### config.mk
export PLATFORM = sky130hd
export DESIGN_NAME = irq_level_drv
export DESIGN_NICKNAME = d
export VERILOG_FILES = /design/src/rtl/irq_drv_pkg.sv /design/src/rtl/irq_drv_decode.sv /design/src/rtl/irq_drv_line.sv /design/src/rtl/irq_level_drv.sv
export SDC_FILE = /design/constraint.sdc
export NUM_CORES = 1
export LEC_CHECK = 0
export BUFFER_PORTS_ARGS = -buffer_cell sky130_fd_sc_hd__buf_2
export CORE_MARGIN = 2
export CORE_UTILIZATION = 42
export DETAILED_ROUTE_END_ITERATION = 10
export PLACE_DENSITY = 0.83
export SETUP_SLACK_MARGIN = 0.2
export SYNTH_ARGS = -nofsm -noshare
export SYNTH_HDL_FRONTEND = slang
export SYNTH_HIERARCHICAL = 1
export SYNTH_SLANG_ARGS = --single-unit
### constraint.sdc
create_clock -name clk -period 2.52 [get_ports clk]
set_clock_uncertainty 0.15 [all_clocks]
set_input_delay 0.63 -clock clk [delete_from_list [all_inputs] [get_ports clk]]
set_output_delay 0.63 -clock clk [all_outputs]
set_load 0.03 [all_outputs]
### src/rtl/irq_drv_pkg.sv
package irq_drv_pkg;

    localparam int unsigned IDX_W = 8;
    localparam int unsigned LVL_W = 8;
    localparam int unsigned BUS_DW = IDX_W + LVL_W;

    // One decoded store, handed from the decoder to every line
    typedef struct packed {
        logic             valid;
        logic [IDX_W-1:0] idx;
        logic             level;
    } wr_req_t;

    // A missing level byte reads as zero; any nonzero level means asserted
    function automatic logic level_from(input logic en, input logic [LVL_W-1:0] b);
        return en && (b != '0);
    endfunction

endpackage

### src/rtl/irq_drv_decode.sv
module irq_drv_decode
    import irq_drv_pkg::*;
#(
    parameter int unsigned NPORTS  = 8,
    parameter int unsigned WIN_AW  = 6,
    parameter int unsigned REG_OFS = 8
) (
    input  logic              bus_we,
    input  logic [WIN_AW-1:0] bus_addr,
    input  logic [1:0]        bus_be,
    input  logic [BUS_DW-1:0] bus_wdata,
    output wr_req_t           req
);
    localparam logic [IDX_W:0] LIMIT = (IDX_W+1)'(NPORTS);

    logic             hit;
    logic             in_range;
    logic [IDX_W-1:0] idx_b;
    logic [LVL_W-1:0] lvl_b;

    always_comb begin
        idx_b    = bus_wdata[IDX_W-1:0];
        lvl_b    = bus_wdata[BUS_DW-1:IDX_W];
        hit      = bus_we && bus_be[0] && (bus_addr == WIN_AW'(REG_OFS));
        in_range = {1'b0, idx_b} < LIMIT;
        req.valid = hit && in_range;
        req.idx   = idx_b;
        req.level = level_from(bus_be[1], lvl_b);
    end
endmodule

### src/rtl/irq_drv_line.sv
module irq_drv_line
    import irq_drv_pkg::*;
#(
    parameter int unsigned LINE_ID = 0
) (
    input  logic    clk,
    input  logic    rst,
    input  wr_req_t req,
    output logic    level_q
);
    localparam logic [IDX_W-1:0] MY_IDX = IDX_W'(LINE_ID);

    always_ff @(posedge clk) begin
        if (rst)
            level_q <= 1'b0;
        else if (req.valid && (req.idx == MY_IDX))
            level_q <= req.level;
    end
endmodule

### src/rtl/irq_level_drv.sv
module irq_level_drv
    import irq_drv_pkg::*;
#(
    parameter int unsigned NPORTS  = 8,
    parameter int unsigned WIN_AW  = 6,
    parameter int unsigned REG_OFS = 8
) (
    input  logic              clk,
    input  logic              rst,
    input  logic [WIN_AW-1:0] bus_addr,
    input  logic              bus_we,
    input  logic [1:0]        bus_be,
    input  logic [15:0]       bus_wdata,
    output logic [15:0]       bus_rdata,
    output logic [NPORTS-1:0] irq_o
);
    wr_req_t req;

    irq_drv_decode #(
        .NPORTS (NPORTS),
        .WIN_AW (WIN_AW),
        .REG_OFS(REG_OFS)
    ) u_dec (
        .bus_we   (bus_we),
        .bus_addr (bus_addr),
        .bus_be   (bus_be),
        .bus_wdata(bus_wdata),
        .req      (req)
    );

    for (genvar g = 0; g < NPORTS; g++) begin : g_line
        irq_drv_line #(.LINE_ID(g)) u_line (
            .clk    (clk),
            .rst    (rst),
            .req    (req),
            .level_q(irq_o[g])
        );
    end

    // The register is write-only in effect
    assign bus_rdata = '0;
endmodule

==> results.yml <==
run_status:
  status: "completed"
clock_network:
  insertion_delay_ps: 240
  post-cts-setup-buffers: 0
  numCtsBuffers: 3
  clkTransAtPathRegs_ps: 50
  cts_root_buf: "clkbuf_4"
  ctsResizeCount: 0
  cts_sinks: 8
  htree_levels: 1
  ctsHoldBuffers: 0
  cts.path.max_buffers: 2
  tritoncts: "yes"
global_routing:
  grt_pass1_wl_um: 2390
  track_usage: 0.127
  antenna_found_initial: 0
  grt_max_degree: 17
  grt_pass1_vias: 582
  grt.overflow.total: 0
logic_synthesis:
  synth.yosys.warnings: 6
  yosys.cell_types.count: 19
  synth_top_area_share: 0.217
  yosysTopAreaCell: "buf_4"
  synth_adder_area_share: 0
  synth-xor-area-share: 0
  syn_area_per_cell_um2: 9.03
  synth_top_flop_cell: "dfxtp_1"
  ys_async_sr_fraction: 0
  synth-compound-area-share: 0.00904
  synth_area_um2: 831
  netlist_instances: 92
  synthMuxAreaShare: 0.0964
  ys_ff_latch: 8
  synth_edf_count: 0
  synthSimpleGateAreaFrac: 0.480
  ys_top_cells_by_count: "24 x buf_4, 16 x nand2b_1, 8 x dfxtp_1, 8 x mux2i_1, 7 x nor4b_2"
  synthTopCellsByArea: "buf_4 22%, dfxtp_1 19%, nor4b_2 13%"
  synth_top_family_by_area: "simple AND/OR/NAND/NOR gates"
  yosysSeqAreaShare: 0.193
  synth_most_common_cell: "buf_4"
floorplan:
  die_w_um: 48.5
  dieHeight_um: 48.5
  io_pins: 51
  dieArea_um2: 2350
  core_area_um2: 1920
  start_util: 0.432
  num_rows: 16
timing:
  timing.hold.ws_ps: 321
  hold_viol_final: 0
  fmax_ghz: 0.468
  maxSlewHeadroom: 0.403
  worst_pin_slew_ps: 887
  period_needed_ps: 2140
  fin_crit_sh: 0.848
  slew_viol_final: 0
  grt_setup_unrepaired: "no"
  setup-violations-final: 0
  tns_ps: 0
placement:
  port_buffers: 34
  place_hpwl_um: 1310
  dpl_cell_area_um2: 926
  gp_congestion: 0.692
  placedCellCount: 146
critical_path:
  critPathMaxFanout: 9
  crit_type: "input pin to flip-flop"
  start_kind: "input pin"
  crit_arrival_ps: 2160
  cp-end-kind: "flip-flop"
  crit_required_ps: 2540
detailed_routing:
  firstDrtPassIters: 4
  vias: 701
  drt-total-wl_um: 1570
  drt-vias-per-instance: 4.70
  drc: 0
  drt-initial-drc-count: 13
  wire_per_inst_um: 10.5
  ant_nets: 0
finish:
  largest_register_ffs: 8
  top_regs: "g_line.u_line/level_q (8)"
  areaGrowthSynthToFinish_pct: 14.2
  nNetsFinal: 151
  fillers: 186
  top_register: "g_line.u_line/level_q"
  stdcell_area_um2: 948
  diodes: 0
  drive_gt1_frac: 0.393
  finalNonFillerCells: 149
hold_path:
  min-delay-path-class: "flip-flop to flip-flop"
power:
  p_total_mw: 0.308
  p_leak_nw: 0.420
  power_density_nw_per_um2: 324
  ir_worst_vdd_v: 0.000245
flow_run:
  drv_cap: 0
## metal layers
| metal | vias up | share of wire | track usage | wire length [um] |
|---|---|---|---|---|
| met1 | 301 | 0.43 | 0.151 | 670 |
| met3 | 2 | 0.089 | 0.0216 | 139 |
| met4 | 0 | 0.012 | 0.0571 | 19 |
| met5 | - | 0 | 0 | 0 |
| li1 | 355 | - | - | - |
| met2 | 43 | 0.47 | 0.225 | 739 |
## path summary, 6_finish.rpt
check | end | slack [ps] | cells past startpoint | from
max reg2reg | g_line[2].u_line/level_q | 1770 | 2 | g_line[2].u_line/level_q
max | g_line[3].u_line/level_q | 380 | 6 | bus_wdata[3]
min | g_line[3].u_line/level_q | 320 | 2 | g_line[3].u_line/level_q
min reg2reg | g_line[3].u_line/level_q | 320 | 2 | g_line[3].u_line/level_q
## power breakdown
group | switching [mW] | total [mW] | internal, mW
registers | 0.0000000399 | 0.127 | 0.127
logic | 0.0609 | 0.0890 | 0.0281
clock network | 0.0379 | 0.0920 | 0.0541
## worst max-delay path: stages
cell and delay (ps):
buf_2 150, nor4bb_1 240, and4_1 230, or4b_1 450, nor4_2 250, mux2i_1 210
## kinds of logic after synthesis
family          after synthesis
simple gates                 50
buf+inv                      24
mux                           8
flops                         8
compound gates                1
other cells                   1
## placed cells by master, fill, tap and decap left out
cell,netlist,routed
nor3_1,3,3
nor3b_1,4,4
clkbuf_4,0,3
nor4_2,2,2
nand3_1,3,3
buf_4,24,2
nand4b_1,3,3
conb_1,1,16
a21boi_0,1,1
nor4_1,2,2
nand4bb_1,1,1
nor4b_2,7,7
or4b_1,1,1
nor4bb_1,1,1
and4_1,1,1
nor2_1,4,4
nand3b_1,2,2
nand2b_1,16,16
mux2i_1,8,8
dfxtp_1,8,8
buf_2,0,34
## final cells by class
cell class              count  area [um2]  area share
repair buffers             36         185       0.195
multi-input cells          75         547       0.577
clock buffers               3        22.5      0.0237
flip-flops and latches      8         160       0.169
well taps                  27        33.8      0.0356
## metrics by stage
step	setup slack, ps	util
3_3_place_gp	156	0.482
4_1_cts	373	0.493
3_5_place_dp	126	0.482
2_1_floorplan	280	-
6_report	382	0.493
5_1_grt	263	0.493
Power figures use the tool's default switching activity.
